[src/rtl/chan_flag_pkg.sv]
package chan_flag_pkg;

  localparam int unsigned MAX_CH = 64;
  localparam int unsigned HALF_W = 32;
  localparam int unsigned IDX_W  = 7;

  typedef logic [MAX_CH-1:0] chan_vec_t;

  // Flags that exist in a build with nch channels.
  function automatic chan_vec_t valid_mask(int unsigned nch);
    chan_vec_t v;
    for (int unsigned k = 0; k < MAX_CH; k++) v[k] = (k < nch);
    return v;
  endfunction

  // Channel field -> flag selection: global at 64..127, single below nch, none otherwise.
  function automatic chan_vec_t idx_to_mask(logic [IDX_W-1:0] idx, int unsigned nch);
    chan_vec_t m;
    m = '0;
    if (idx[IDX_W-1]) m = valid_mask(nch);
    else if (32'(idx) < nch) m[idx[IDX_W-2:0]] = 1'b1;
    return m;
  endfunction

endpackage

[src/rtl/chan_cmd_decode.sv]
module chan_cmd_decode
  import chan_flag_pkg::*;
#(
  parameter int unsigned NUM_CH        = 64,
  parameter int unsigned ADDR_W        = 8,
  parameter int unsigned OFS_CLR_ERR   = 'h1D,
  parameter int unsigned OFS_CLR_IRQ   = 'h1F,
  parameter int unsigned OFS_SET_START = 'h1B
) (
  input  logic              clk,
  input  logic              rst_n,
  input  logic              wr_en,
  input  logic [ADDR_W-1:0] wr_addr,
  input  logic [7:0]        wr_data,
  output chan_vec_t         clr_err_m,
  output chan_vec_t         clr_irq_m,
  output chan_vec_t         set_start_m
);

  logic [IDX_W-1:0] idx;
  chan_vec_t        sel;
  logic             hit_err, hit_irq, hit_start;

  always_comb begin
    idx       = wr_data[IDX_W-1:0];   // wr_data[7] is reserved and never looked at
    sel       = idx_to_mask(idx, NUM_CH);
    hit_err   = wr_en && (wr_addr == ADDR_W'(OFS_CLR_ERR));
    hit_irq   = wr_en && (wr_addr == ADDR_W'(OFS_CLR_IRQ));
    hit_start = wr_en && (wr_addr == ADDR_W'(OFS_SET_START));
    clr_err_m   = hit_err   ? sel : '0;
    clr_irq_m   = hit_irq   ? sel : '0;
    set_start_m = hit_start ? sel : '0;
  end

  // reserved channel numbers select nothing
  assert_reserved_noop_R9: assert property (@(posedge clk) disable iff (!rst_n)
    (wr_en && !wr_data[6] && (32'(wr_data[5:0]) >= NUM_CH))
      |-> (clr_err_m == '0 && clr_irq_m == '0 && set_start_m == '0));

  // a single-channel command touches at most one flag
  assert_single_target_R2: assert property (@(posedge clk) disable iff (!rst_n)
    (wr_en && !wr_data[6]) |-> ($countones(clr_err_m | clr_irq_m | set_start_m) <= 1));

  // global clear-error selects every channel of the build
  assert_global_err_sel_R3: assert property (@(posedge clk) disable iff (!rst_n)
    (wr_en && wr_addr == ADDR_W'(OFS_CLR_ERR) && wr_data[6])
      |-> ($countones(clr_err_m) == NUM_CH));

endmodule

[src/rtl/chan_flag_bank.sv]
module chan_flag_bank #(
  parameter int unsigned WIDTH = 64
) (
  input  logic             clk,
  input  logic             rst_n,
  input  logic [WIDTH-1:0] set_m,
  input  logic [WIDTH-1:0] clr_m,
  output logic [WIDTH-1:0] q
);

  logic [WIDTH-1:0] q_nxt;
  logic             q_en;

  // Set is applied after clear, so a same-cycle set wins.
  always_comb begin
    q_en  = (|set_m) || (|clr_m);
    q_nxt = (q & ~clr_m) | set_m;
  end

  always_ff @(posedge clk or negedge rst_n) begin
    if (!rst_n)    q <= '0;
    else if (q_en) q <= q_nxt;
  end

  // any set request is visible next cycle, whatever clear came with it
  assert_set_wins_R8: assert property (@(posedge clk) disable iff (!rst_n)
    (set_m != '0) |=> ((q & $past(set_m)) == $past(set_m)));

  // a clear with no competing set leaves the flag low
  assert_clear_takes_R2: assert property (@(posedge clk) disable iff (!rst_n)
    ((clr_m & ~set_m) != '0) |=> ((q & $past(clr_m & ~set_m)) == '0));

  // with no request, the bank holds
  assert_hold_R10: assert property (@(posedge clk) disable iff (!rst_n)
    (set_m == '0 && clr_m == '0) |=> $stable(q));

endmodule

[src/rtl/chan_flag_cmd.sv]
module chan_flag_cmd
  import chan_flag_pkg::*;
#(
  parameter int unsigned NUM_CH        = 64,
  parameter int unsigned ADDR_W        = 8,
  parameter int unsigned OFS_CLR_ERR   = 'h1D,
  parameter int unsigned OFS_CLR_IRQ   = 'h1F,
  parameter int unsigned OFS_SET_START = 'h1B
) (
  input  logic              clk,
  input  logic              rst_n,
  input  logic              wr_en,
  input  logic [ADDR_W-1:0] wr_addr,
  input  logic [7:0]        wr_data,
  input  logic [63:0]       err_evt,
  input  logic [63:0]       irq_evt,
  input  logic [63:0]       start_clr,
  output logic [31:0]       err_hi,
  output logic [31:0]       err_lo,
  output logic [31:0]       irq_hi,
  output logic [31:0]       irq_lo,
  output logic [63:0]       start_flags
);

  localparam chan_vec_t VALID = valid_mask(NUM_CH);

  // Asynchronous assert, synchronous release.
  logic [1:0] rst_pipe;
  logic       rst_q;

  always_ff @(posedge clk or negedge rst_n) begin
    if (!rst_n) rst_pipe <= 2'b00;
    else        rst_pipe <= {rst_pipe[0], 1'b1};
  end
  assign rst_q = rst_pipe[1];

  chan_vec_t clr_err_m, clr_irq_m, set_start_m;
  chan_vec_t err_q, irq_q, start_q;
  chan_vec_t err_set, irq_set, start_drop;

  chan_cmd_decode #(
    .NUM_CH(NUM_CH), .ADDR_W(ADDR_W), .OFS_CLR_ERR(OFS_CLR_ERR),
    .OFS_CLR_IRQ(OFS_CLR_IRQ), .OFS_SET_START(OFS_SET_START)
  ) u_decode (
    .clk(clk), .rst_n(rst_q), .wr_en(wr_en), .wr_addr(wr_addr), .wr_data(wr_data),
    .clr_err_m(clr_err_m), .clr_irq_m(clr_irq_m), .set_start_m(set_start_m)
  );

  always_comb begin
    err_set    = err_evt   & VALID;
    irq_set    = irq_evt   & VALID;
    start_drop = start_clr & VALID;
  end

  chan_flag_bank #(.WIDTH(MAX_CH)) u_err_bank (
    .clk(clk), .rst_n(rst_q), .set_m(err_set), .clr_m(clr_err_m), .q(err_q));

  chan_flag_bank #(.WIDTH(MAX_CH)) u_irq_bank (
    .clk(clk), .rst_n(rst_q), .set_m(irq_set), .clr_m(clr_irq_m), .q(irq_q));

  chan_flag_bank #(.WIDTH(MAX_CH)) u_start_bank (
    .clk(clk), .rst_n(rst_q), .set_m(set_start_m), .clr_m(start_drop), .q(start_q));

  assign err_hi      = err_q[MAX_CH-1:HALF_W];
  assign err_lo      = err_q[HALF_W-1:0];
  assign irq_hi      = irq_q[MAX_CH-1:HALF_W];
  assign irq_lo      = irq_q[HALF_W-1:0];
  assign start_flags = start_q;

  // global clear-error with no event empties both halves
  assert_global_err_R3: assert property (@(posedge clk) disable iff (!rst_q)
    (wr_en && wr_addr == ADDR_W'(OFS_CLR_ERR) && wr_data[6] && err_evt == '0)
      |=> (err_hi == '0 && err_lo == '0));

  // global clear-interrupt with no event empties the bank
  assert_global_irq_R5: assert property (@(posedge clk) disable iff (!rst_q)
    (wr_en && wr_addr == ADDR_W'(OFS_CLR_IRQ) && wr_data[6] && irq_evt == '0)
      |=> (irq_hi == '0 && irq_lo == '0));

  // global set-start raises every start flag of the build
  assert_global_start_R6: assert property (@(posedge clk) disable iff (!rst_q)
    (wr_en && wr_addr == ADDR_W'(OFS_SET_START) && wr_data[6])
      |=> ($countones(start_flags) == NUM_CH));

  generate
    if (NUM_CH <= HALF_W) begin : g_reduced
      // upper channels do not exist in the reduced build
      assert_hi_zero_R9: assert property (@(posedge clk) disable iff (!rst_q)
        (err_hi == '0 && irq_hi == '0 && start_flags[MAX_CH-1:HALF_W] == '0));
    end
  endgenerate

endmodule

[config.mk]
export PLATFORM = sky130hd
export DESIGN_NAME = chan_flag_cmd
export DESIGN_NICKNAME = d
export VERILOG_FILES = /design/src/rtl/chan_flag_pkg.sv /design/src/rtl/chan_cmd_decode.sv /design/src/rtl/chan_flag_bank.sv /design/src/rtl/chan_flag_cmd.sv
export SDC_FILE = /design/constraint.sdc
export NUM_CORES = 1
export LEC_CHECK = 0
export BUFFER_PORTS_ARGS = -buffer_cell sky130_fd_sc_hd__buf_2
export CAP_MARGIN = 15
export CORE_AREA = 2 2 155 157
export DETAILED_ROUTE_END_ITERATION = 8
export DIE_AREA = 0 0 157 159
export PLACE_DENSITY_LB_ADDON = 0.1
export SLEW_MARGIN = 10
export SYNTH_ARGS = -nofsm -noshare
export SYNTH_HDL_FRONTEND = slang
export SYNTH_HIERARCHICAL = 1
export SYNTH_SLANG_ARGS = --single-unit
[constraint.sdc]
create_clock -name clk -period 13.3 [get_ports clk]
set_input_delay 1.995 -clock clk [delete_from_list [all_inputs] [get_ports clk]]
set_output_delay 1.995 -clock clk [all_outputs]
set_load 0.1 [all_outputs]
* After elaboration in Yosys (flattened, before gate mapping)
Index checks and enable logic that the tools add are counted.
** Cells by class
- $lt $le $gt $ge :: 3
- Equality and inequality tests :: 3
- Multiplexer cells :: 7
- Bitwise gates (word level) :: 9
- Reduce and logical (&&, ||, !) cells :: 13
** Operator list (number)
- 64-bit OR reduction :: 6
- 64-bit 2-to-1 mux :: 5
- 64-bit bitwise AND :: 3
- 64-bit inverter :: 3
- 64-bit OR :: 3
- 8-bit by 5-bit equality test with 1-bit output (second input constant) :: 3
- 6-bit by 7-bit < comparator with 1-bit output (second input constant) :: 1
- 7-bit < comparator (second input constant) :: 1
- 1-bit demux with 6-bit select :: 1
- 6-bit by 1-bit greater-or-equal comparator with 1-bit output (second input constant) :: 1
- 1-bit logical AND :: 4
- 1-bit logical OR :: 3
- 1-bit 2-to-1 mux :: 1
** Storage, ports and cells
- Flip-flop bits (word level) :: 194
- Output and inout port bits :: 192
- Word-level logic and storage cells :: 39

* Logic depth before layout (Yosys ltp)
Gate-level depths: netlist of the first run.
- Depth after elaboration :: 10
- Gate-level depth with buffers :: 7

* By module
Netlist of the first run, hierarchy kept.
** By module, submodules not included
- chan_flag_bank :: times used 3, cells each 192, area an instance 2322.2 um2
- chan_cmd_decode :: times used 1, cells each 318, area an instance 1591.5 um2
- chan_flag_cmd :: times used 1, cells each 3, area an instance 53.8 um2

* Worst setup path after synthesis of the first run
Ideal clock, no wire load.
- Kind :: input port to flip-flop
- Start point :: in wr_addr[5]
- End point :: reg u_err_bank.q[50]
- Setup time :: 0.120 ns
- Arrival time :: 3.134 ns
- Setup slack :: 10.047 ns
- Stages on the path :: 7
- Path buffers :: 2
- Path through :: nor4b_4 nand4b_1 buf_6 buf_6 nor2_1 inv_1 a21o_1
** Between the ends
- Word-level cells in the longest chain between the ends :: 6
** Ends and longest elaborated chain
- start, declared :: line chan_flag_cmd.sv:13 : input logic [ADDR_W-1:0] wr_addr,
- 8-bit by 5-bit equality test with 1-bit output (*) :: line chan_cmd_decode.sv:27 : hit_err = wr_en && (wr_addr == ADDR_W'(OFS_CLR_ERR));
- 1-bit logical AND (*) :: line chan_cmd_decode.sv:27
- 64-bit 2-to-1 mux (*) :: line chan_cmd_decode.sv:30 : clr_err_m = hit_err ? sel : '0;
- net clr_err_m[50] :: line chan_flag_cmd.sv:37 : chan_vec_t clr_err_m, clr_irq_m, set_start_m;
- branches (longest 3 deep; another with 64-bit OR reduction)
- end signal, assigned :: line chan_flag_bank.sv:22 : else if (q_en) q <= q_nxt;
- end, declared :: line chan_flag_bank.sv:8 : output logic [WIDTH-1:0] q
Mark *: on every way through the listed nets, which the timed path passes.
A chain may end at the register's enable or synchronous reset.

* Worst setup path in the final report of the first run
- Start point :: in wr_addr[5]
- End point :: reg u_irq_bank.q[62]
** Between the ends
- Word-level cells in the longest chain between the ends :: 6
** Ends and longest elaborated chain
- 8-bit by 5-bit equality test with 1-bit output (*) :: line chan_cmd_decode.sv:28 : hit_irq = wr_en && (wr_addr == ADDR_W'(OFS_CLR_IRQ));
- 1-bit logical AND (*) :: line chan_cmd_decode.sv:28
- 64-bit 2-to-1 mux (*) :: line chan_cmd_decode.sv:31 : clr_irq_m = hit_irq ? sel : '0;
- net clr_irq_m[62] :: line chan_flag_cmd.sv:37
- branches (longest 3 deep; another with 64-bit OR reduction)
- end signal, assigned :: line chan_flag_bank.sv:22
- end, declared :: line chan_flag_bank.sv:8
Marks and branches as above.

==> summary.md, run 1 <==
| Metric | Value |
|---|---|
| Status | `finished clean` |
| PostCTS Resize Cnt | `0` |
| Global route overflow | `0` |
| # H-tree levels | `4` |
| Final core utilization | `48.96%` |
| Post-Place Cell Area | `0.01077 mm2` |
| Register-to-Register Path Depth | `1` |
| First-pass GRT wire length | `42,640 um` |
| Hold buffer count at cts | `0` |
| Worst slew margin | `25.86%` |
| Max Clock Skew | `0.02056 ns` |
| Fill count | `2,319` |
| Setup slack, reg-to-reg | `11.43 ns` |
| Initial antenna violation count | `6` |
| P per Cell Area | `104.2 mW/mm2` |
| I/O pin count | `403` |
| Cell Rows | `56` |
| Final-stage net count | `1,495` |
| Worst path max stage delay | `0.59 ns` |
| Worst R2R End | `u_err_bank/q[9]` |
| Clk slew on worst S/H paths | `0.08 ns` |
| Clk sinks | `194` |
| Die width | `157 um` |
| Core Region | `0.02319 mm2` |
| Pwr Total | `1183 uW` |
| Peak supply drop | `69.69 uV` |
| Setup violators final | `0` |
| Die Y | `159 um` |
| Critical path capture point type | `register` |
| Seq/Total Area, Yosys | `56.37%` |
| CTS tree | `done` |
| Final hold vios | `0` |
| Tot GR Track Use | `22.59%` |
| Crit path launch type | `primary input` |
| Layout cells sized above 1 | `34.80%` |
| Worst path cell trace | `buf_2, nor4b_4, nand4_4, buf_4, nor2_1, inv_1, a21o_1` |
| DP Wirelength | `20,430 um` |
| Largest net degree at the start of global routing | `75` |
| Pleak | `0.005738 uW` |
| Area grow syn2layout | `31.85%` |
| DR DRC count | `0` |
| Vias per Instance | `4.569` |
| Reg-to-Reg Start | `rst_pipe[1]` |
| Fmax | `268.0 MHz` |
| Max Slew Vio Count | `0` |
| Mapped Nets | `1,108` |
| Pre-CTS setup slack | `9.099 ns` |
| Fin crit share | `28.06%` |
| Starting Density | `37.13%` |
| Synthesized area | `0.008612 mm2` |
| Final Cell Area | `0.01135 mm2` |
| First-pass detailed-route iteration total | `5` |
| Yosys reg bits | `194` |
| Crit path required time | `13.63 ns` |
| Vias in the first global route | `7,447` |
| RePlAce Congestion | `0.8008` |
| Yosys warns | `6` |
| Num CTS Buffers | `17` |
| DR WL/cell | `17.37 um` |
| Hold Crit Class | `register to async pin` |
| Post-route ant nets | `0` |
| Setup TNS | `0 ns` |
| CP max FO | `33` |
| Port Buffers | `401` |
| Drt total wl | `28,150 um` |
| Root buffer cell | `clkbuf_16` |
| Mean area per synthesized cell | `9.601 um2` |
| Crit-path slowest cell | `nand4_4` |
| Post-CTS setup buffers | `0` |
| Full die area | `0.02496 mm2` |
| Distinct cells, synth | `17` |
| 1st-iter DRT viols | `308` |
| Post-synthesis cell count | `897` |
| Setup ws final | `9.568 ns` |
| RSZ-0062 raised after global routing | `no` |
| Max-Cap Viols | `0` |
| Tmin final | `3.732 ns` |
| WS Path Type | `primary input to register` |
| Slew of the pin with the lowest slew margin | `1.106 ns` |
| Via count | `7,401` |
| Worst-Skew Late Latency | `0.45 ns` |
| Clk buf depth | `2` |
| Critical path data arrival time | `4.06 ns` |
cell families after synthesis:
logic type	synth area share, %
AND/OR/NAND/NOR	11.27
other	0.04354
buffers and inverters	11.86
flip-flops	56.37
AO/OA/AOI/OAI	20.46
power breakdown:
group | internal (uW) | leakage (uW) | switching (uW)
clock network | 257 | 0.000282 | 249
registers | 591 | 0.00204 | 3.60
logic | 30.1 | 0.00342 | 52.5
total | 877 | 0.00574 | 305
placed cells by master (no fill, tap or decap):
master	count
clkinv_4	6
clkbuf_8	2
and3_1	3
nor3_2	2
inv_1	192
dfrtp_4	1
nor3b_2	6
inv_8	4
a21o_1	192
buf_4	7
nand4_4	2
nor2_1	192
nand4b_1	1
clkbuf_16	17
inv_6	2
diode_2	5
and3b_1	7
dfrtp_1	193
a21oi_1	64
nor4b_4	1
conb_1	1
buf_2	401
state kept, by name (all words and copies together) (netlist names):
register        count
rst_pipe            2
u_err_bank/q       64
u_irq_bank/q       64
u_start_bank/q     64
how the worst max path moves through the flow:
stage | startpoint | end | slack, ns | cells after the start
final | wr_addr[5] | u_irq_bank/q[62] | 9.57 | 7
after floorplan | rst_pipe[1] | u_err_bank/q[0] | 7.49 | 0
after CTS | wr_addr[5] | u_irq_bank/q[58] | 9.57 | 7
after detailed placement | wr_addr[5] | u_irq_bank/q[58] | 9.10 | 7
after global placement | wr_addr[5] | u_irq_bank/q[55] | 9.12 | 7
after global routing | wr_addr[5] | u_irq_bank/q[32] | 9.41 | 7
per-layer routing:
| layer | global-route usage [%] | share of wire, % |
|---|---|---|
| met2 | 37.92 | 49 |
| met3 | 6.070 | 7.4 |
| met5 | 0 | 0.046 |
| met4 | 8.132 | 2.5 |
| met1 | 27.88 | 41 |
cells in the mapped netlist:
| library cell | n | area share [%] |
|---|---|---|
| nor2_1 | 192 | 8.4 |
| inv_1 | 192 | 8.4 |
| buf_6 | 19 | 2.5 |
| nor3b_2 | 6 | 0.87 |
| nand4b_1 | 1 | 0.10 |
| nand4_4 | 2 | 0.49 |
| and3b_1 | 7 | 0.71 |
| a21o_1 | 192 | 17 |
| clkbuf_1 | 12 | 0.52 |
| dfrtp_1 | 194 | 56 |
| a21oi_1 | 64 | 3.7 |
| conb_1 | 1 | 0.044 |
| nor3_2 | 2 | 0.23 |
| buf_2 | 6 | 0.35 |
| and3_1 | 3 | 0.22 |
| buf_1 | 3 | 0.13 |
| nor4b_4 | 1 | 0.28 |
worst max-delay path: cells and delay by family:
kind            cells  cell delay (ns)
simple gates        3             1.19
buf+inv             3             0.67
compound gates      1             0.17
metrics by stage:
step / cells / hold WS (ns)
after floorplan: 897 / 0.3312
after global placement: 1584 / 0.3386
after detailed placement: 1584 / 0.3628
after CTS: 1615 / 0.3811
after global routing: 1620 / 0.3787
final: 1620 / 0.3759
layout make-up:
| cell class | count | area (um2) | area share [%] |
|---|---|---|---|
| Multi-Input combinational cell | 471 | 2736 | 24.10 |
| Sequential cell | 194 | 4858 | 42.79 |
| Inverter | 192 | 720.7 | 6.347 |
| Antenna cell | 5 | 12.51 | 0.1102 |
| Tap cell | 319 | 399.1 | 3.515 |
| Clock inverter | 12 | 115.1 | 1.014 |
| Clock buffer | 19 | 452.9 | 3.989 |
| Timing Repair Buffer | 408 | 2059 | 18.14 |
(Power assumes the default switching activity.)
==> run 2: changes to the inputs <==
- clock period: 13.3 -> 3.7 ns (I/O delays scaled with it)
==> run 2 against run 1 <==
  * First-iteration DRC count rose by 8.1%
  * Register-to-register slack worse by 9.1 ns
  * Non-clock buffer count increased by 6
  * Sequential share of layout area shrank 0.29 points
  * Sequential power rose to 3.6 times the previous value
  * Die area did not move
  * Global-route usage decreased by 0.12 points
  * Count of clock-buffer cells in the layout is 2 lower
  * Critical endpoint is now u_irq_bank/q[33]
==> summary.md, run 2 (same netlist as run 1, synthesis figures left out) <==
| Metric | Value |
|---|---|
| Fin crit share | `59.12%` |
| 1st-iter DRT viols | `333 (+8.1%)` |
| # H-tree levels | `4 (unchanged)` |
| RePlAce Congestion | `0.7863 (-1.8%)` |
| Hold buffer count at cts | `1 (+1)` |
| Setup crit start | `wr_addr[5]` |
| I/O pin count | `403 (unchanged)` |
| Status | `finished clean` |
| Peak supply drop | `256.6 uV (+270%)` |
| Pleak | `0.005781 uW (+0.75%)` |
| Largest net degree at the start of global routing | `65 (-13%)` |
| Max-Cap Viols | `0 (unchanged)` |
| Critical path data arrival time | `2.52 ns (-1.54 ns)` |
| Global route overflow | `0 (unchanged)` |
| Layout cells sized above 1 | `35.07% (+0.27 points)` |
| Starting Density | `37.13% (unchanged)` |
| Crit-path slowest cell | `nor4b_4` |
| Vias in the first global route | `7,457 (+0.13%)` |
| Placed insts | `1,589 (+0.32%)` |
| Worst path cell trace | `buf_2, nor4b_4, nand4_4, buf_12, nor2_1, inv_1, a21o_1` |
| Max Clock Skew | `0.01285 ns (-0.007710 ns)` |
| Fill count | `2,317 (-0.086%)` |
| Num CTS Buffers | `17 (unchanged)` |
| Die Y | `159 um (unchanged)` |
| WS Path Type | `primary input to register` |
| Initial antenna violation count | `5 (-1)` |
| Clk slew on worst S/H paths | `0.08 ns (about the same)` |
| DR DRC count | `0 (unchanged)` |
| Vias per Instance | `4.558 (-0.22%)` |
| Clk sinks | `194 (unchanged)` |
| Clk buf depth | `2 (unchanged)` |
| Min-delay src | `err_evt[40]` |
| Crit path required time | `4.03 ns (-9.60 ns)` |
| CP max FO | `40 (+21%)` |
| Regs by FF count | `u_err_bank/q (64), u_irq_bank/q (64), u_start_bank/q (64)` |
| First-pass GRT wire length | `42,190 um (-1.1%)` |
| First-pass detailed-route iteration total | `5 (unchanged)` |
| Slew of the pin with the lowest slew margin | `1.145 ns (+0.03933 ns)` |
| Worst slew margin | `23.31% (-2.6 points)` |
| Fmax | `457.2 MHz` |
| Setup TNS | `0 ns (unchanged)` |
| Setup violators final | `0 (unchanged)` |
| DP Wirelength | `20,910 um (+2.4%)` |
| Tmin final | `2.187 ns` |
| Port Buffers | `401 (unchanged)` |
| PostCTS Resize Cnt | `0 (unchanged)` |
| Hold Crit Class | `primary input to register` |
| Worst path max stage delay | `0.53 ns (-0.06 ns)` |
| Crit path launch type | `primary input` |
| Commonest non-fill, non-tap cell in the layout | `buf_2` |
| Cell Rows | `56 (unchanged)` |
| Post-CTS setup buffers | `0 (unchanged)` |
| Die width | `157 um (unchanged)` |
| Root buffer cell | `clkbuf_16` |
| Post-route ant nets | `0 (unchanged)` |
| DR WL/cell | `17.41 um (+0.20%)` |
| Final hold vios | `0 (unchanged)` |
| Max Slew Vio Count | `0 (unchanged)` |
| Tot GR Track Use | `22.47% (-0.12 points)` |
| Reg-to-Reg Start | `rst_pipe[1]` |
| Via count | `7,412 (+0.15%)` |
| Fin cells | `1,626 (+0.37%)` |
| Critical path capture point type | `register` |
| P per Cell Area | `374.1 mW/mm2 (+260%)` |
| Full die area | `0.02496 mm2 (unchanged)` |
| Core Region | `0.02319 mm2 (unchanged)` |
| Final-stage net count | `1,501 (+0.40%)` |
| Drt total wl | `28,310 um (+0.58%)` |
| RSZ-0062 raised after global routing | `no` |
| Area grow syn2layout | `32.75%` |
| Worst-Skew Late Latency | `0.44 ns (about the same)` |
| CTS tree | `done` |
| Commonest cells after routing, fill and taps aside | `buf_2, dfrtp_1, nor2_1, inv_1, a21o_1` |
==> run 2: cell count changes in the layout (fill, tap and decap cells not counted), sizes merged <==
cell         delta
buf             +5
inv             +2
clkinv          +1
clkbuf          -2
dlygate4sd3     +1
diode           -1
==> run 2: metrics by stage <==
step / cell area [um2] / hold WS [ns] / total power [uW] / util (%) / setup slack (ns)
floorplan: 8613 / 0.2594 / 2312 / - / 0.5018
global placement: 10840 / 0.3348 / 2488 / 46.73 / 1.121
detailed placement: 10840 / 0.3381 / 2489 / 46.73 / 1.087
CTS: 11420 / 0.2617 / 4328 / 49.25 / 1.561
global route: 11430 / 0.2613 / 4439 / 49.29 / 1.436
finish: 11430 / 0.2802 / 4276 / 49.29 / 1.513
==> run 2: metal layers <==
layer,vias up,global-route usage (%),share of wire (%)
met2,279,38.12,49
met1,3525,27.57,42
met3,28,6.560,7.6
met5,-,0,0.046
met4,2,6.797,1.8
li1,3578,-,-
==> run 2: worst paths after layout <==
path,end,slack (ns),cells after the start
worst max register to register,u_irq_bank/q[7],2.38,1
worst min-delay path,u_err_bank/q[40],0.28,2
max in group asynchronous,u_irq_bank/q[7],2.38,1
worst max-delay path,u_irq_bank/q[33],1.51,7
min in group asynchronous,rst_pipe[1],0.43,2
worst min register to register,rst_pipe[1],0.35,0
==> run 2: where the power goes <==
group	internal, uW	leakage (uW)	switching [uW]
Clock	899	0.000285	935
Combinational	114	0.00346	190
Sequential	2120	0.00204	15.9
Total	3140	0.00578	1140
==> run 2: layout make-up <==
class	count	area, um2	area share, %
Tap cell	319	399.1	3.491
Clock inverter	15	150.1	1.313
Clock buffer	17	425.4	3.721
Sequential cell	194	4858	42.50
Antenna cell	4	10.01	0.08756
Inverter	192	720.7	6.304
Multi-Input combinational cell	471	2736	23.94
Timing Repair Buffer	414	2132	18.65
==> run 2: worst max-delay path: cells and delay by family <==
| family | cells | cell delay (ns) |
|---|---|---|
| and+or+nand+nor | 3 | 1.20 |
| buffers and inverters | 3 | 0.53 |
| AOI/OAI and AO/OA | 1 | 0.17 |
==> run 3: changes to the inputs <==
- clock period: 3.7 -> 2.21 ns (I/O delays scaled with it)
==> run 3 against run 2 <==
  * Global-route usage about the same
  * Cell count up 0.68%
  * Core utilization up 0.54 points
  * First-iteration DRC count down 20%
  * Largest cell class unchanged
  * Sequential share of layout area down 0.46 points
  * Sequential power up 67%
  * Count of clock-buffer cells in the layout up 3
  * Hold slack worse by 0.21 ns
  * Via count up 0.11%
  * Flip-flop and latch count unchanged
  * Clock skew down 0.0016 ns
  * Critical path type is now register to output pin
==> summary.md, run 3 (same netlist as run 1, synthesis figures left out) <==
| Metric | Value |
|---|---|
| Status | `finished clean` |
| First-pass GRT wire length | `42,570 um (+0.90%)` |
| Pleak | `0.005855 uW (+1.3%)` |
| Drt total wl | `28,010 um (-1.1%)` |
| Vias per Instance | `4.533 (-0.56%)` |
| Final hold vios | `0 (unchanged)` |
| Critical path data arrival time | `1.25 ns (-1.27 ns)` |
| Worst path cell trace | `buf_2` |
| Tmin final | `1.583 ns` |
| Layout cells sized above 1 | `35.59% (+0.52 points)` |
| I/O pin count | `403 (unchanged)` |
| P per Cell Area | `618.4 mW/mm2 (+65%)` |
| Global route overflow | `0 (unchanged)` |
| Die Y | `159 um (unchanged)` |
| Via count | `7,420 (+0.11%)` |
| Crit path required time | `1.88 ns (-2.15 ns)` |
| Family with the most delay on the worst path | `buffers and inverters` |
| Regs by FF count | `u_err_bank/q (64), u_irq_bank/q (64), u_start_bank/q (64)` |
| Hold Crit Class | `primary input to register` |
| Cell Rows | `56 (unchanged)` |
| Root buffer cell | `clkbuf_16` |
| Largest net degree at the start of global routing | `65 (unchanged)` |
| Worst path max stage delay | `0.45 ns (-0.08 ns)` |
| DP Wirelength | `21,050 um (+0.66%)` |
| Full die area | `0.02496 mm2 (unchanged)` |
| WS Path Type | `register to output pin` |
| Worst slew margin | `60.00% (+37 points)` |
| Slew of the pin with the lowest slew margin | `0.5974 ns (-0.5480 ns)` |
| Starting Density | `37.13% (unchanged)` |
| Vias in the first global route | `7,476 (+0.25%)` |
| DR DRC count | `0 (unchanged)` |
| CP max FO | `2 (-95%)` |
| Critical path capture point type | `output pin` |
| Max-Cap Viols | `0 (unchanged)` |
| Setup TNS | `0 ns (unchanged)` |
| Commonest cells after routing, fill and taps aside | `buf_2, dfrtp_1, nor2_1, inv_1, a21o_1` |
| # H-tree levels | `4 (unchanged)` |
| Setup violators final | `0 (unchanged)` |
| Initial antenna violation count | `3 (-2)` |
| Max Clock Skew | `0.01122 ns (-0.001634 ns)` |
| Post-CTS setup buffers | `0 (unchanged)` |
| Max Slew Vio Count | `0 (unchanged)` |
| Crit path launch type | `register` |
| First-pass detailed-route iteration total | `4 (-1)` |
| CP bufs+invs | `1 (-2)` |
| Peak supply drop | `397.5 uV (+55%)` |
| Final-stage net count | `1,513 (+0.80%)` |
| Area grow syn2layout | `34.20%` |
| RePlAce Congestion | `0.7645 (-2.8%)` |
| Num CTS Buffers | `17 (unchanged)` |
| Fin crit share | `71.63%` |
| Clk sinks | `194 (unchanged)` |
| Hold buffer count at cts | `1 (unchanged)` |
| Tot GR Track Use | `22.44% (-0.025 points)` |
| Commonest non-fill, non-tap cell in the layout | `buf_2` |
| Die width | `157 um (unchanged)` |
| CTS tree | `done` |
| DR WL/cell | `17.11 um (-1.7%)` |
| Port Buffers | `401 (unchanged)` |
| Setup ws final | `0.6271 ns (-0.8855 ns)` |
| Crit-path slowest cell | `buf_2` |
| Core Region | `0.02319 mm2 (unchanged)` |
| RSZ-0062 raised after global routing | `no` |
| Pre-CTS setup slack | `0.2506 ns (-0.8369 ns)` |
| Post-route ant nets | `0 (unchanged)` |
| Clk buf depth | `2 (unchanged)` |
| 1st-iter DRT viols | `265 (-20%)` |
| PostCTS Resize Cnt | `0 (unchanged)` |
| Worst-Skew Late Latency | `0.43 ns (about the same)` |
| Clk slew on worst S/H paths | `0.08 ns (about the same)` |
| Fmax | `631.7 MHz` |
-- run 3: cell count changes in the layout (fill, tap and decap cells not counted), sizes merged --
cell / change
clkbuf: +3
buf: +12
diode: -1
clkinvlp: +1
inv: -4
-- run 3: path summary, 6_finish.rpt --
| path | from | end | slack, ns | depth (start not counted) |
|---|---|---|---|---|
| worst min register to register | rst_pipe[1] | u_err_bank/q[26] | 0.34 | 0 |
| min in group asynchronous | rst_n | rst_pipe[1] | 0.20 | 2 |
| max in group asynchronous | rst_pipe[1] | u_err_bank/q[17] | 1.17 | 1 |
| worst min-delay path | irq_evt[45] | u_irq_bank/q[45] | 0.07 | 2 |
| worst max-delay path | u_start_bank/q[1] | start_flags[1] | 0.63 | 1 |
| worst max register to register | rst_pipe[1] | u_err_bank/q[17] | 1.17 | 1 |
-- run 3: power by group --
group          switching (uW)  internal [uW]
Clock                    1490           1550
Sequential               18.6           3550
Combinational             330            206
Total                    1830           5310
-- run 3: final cells by class --
type                       count  area (um2)
fill                        2309       11630
sequential                   194        4858
multi-input combinational    471        2736
timing repair buffer         426        2260
inverter                     192       720.7
clock buffer                  20       456.7
tap                          319       399.1
clock inverter                12       118.9
antenna                        3       7.507
-- run 3: stage by stage --
step	hold WS, ns	utilization (%)	power, uW	instance area (um2)	cells
final	0.07146	49.83	7147	11560	1637
after global routing	0.05132	49.83	7442	11560	1637
after CTS	0.04814	49.80	7267	11550	1634
after detailed placement	0.1183	47.28	4189	10960	1601
after global placement	0.1183	47.28	4187	10960	1601
after floorplan	0.03591	-	3870	8616	897
-- run 3: metal layers --
layer	up-vias	track usage [%]	part of all wire [%]
li1	3591	-	-
met1	3531	27.69	41
met2	267	38.48	50
met3	31	5.171	7.5
met4	0	7.715	2.1
met5	-	0	0
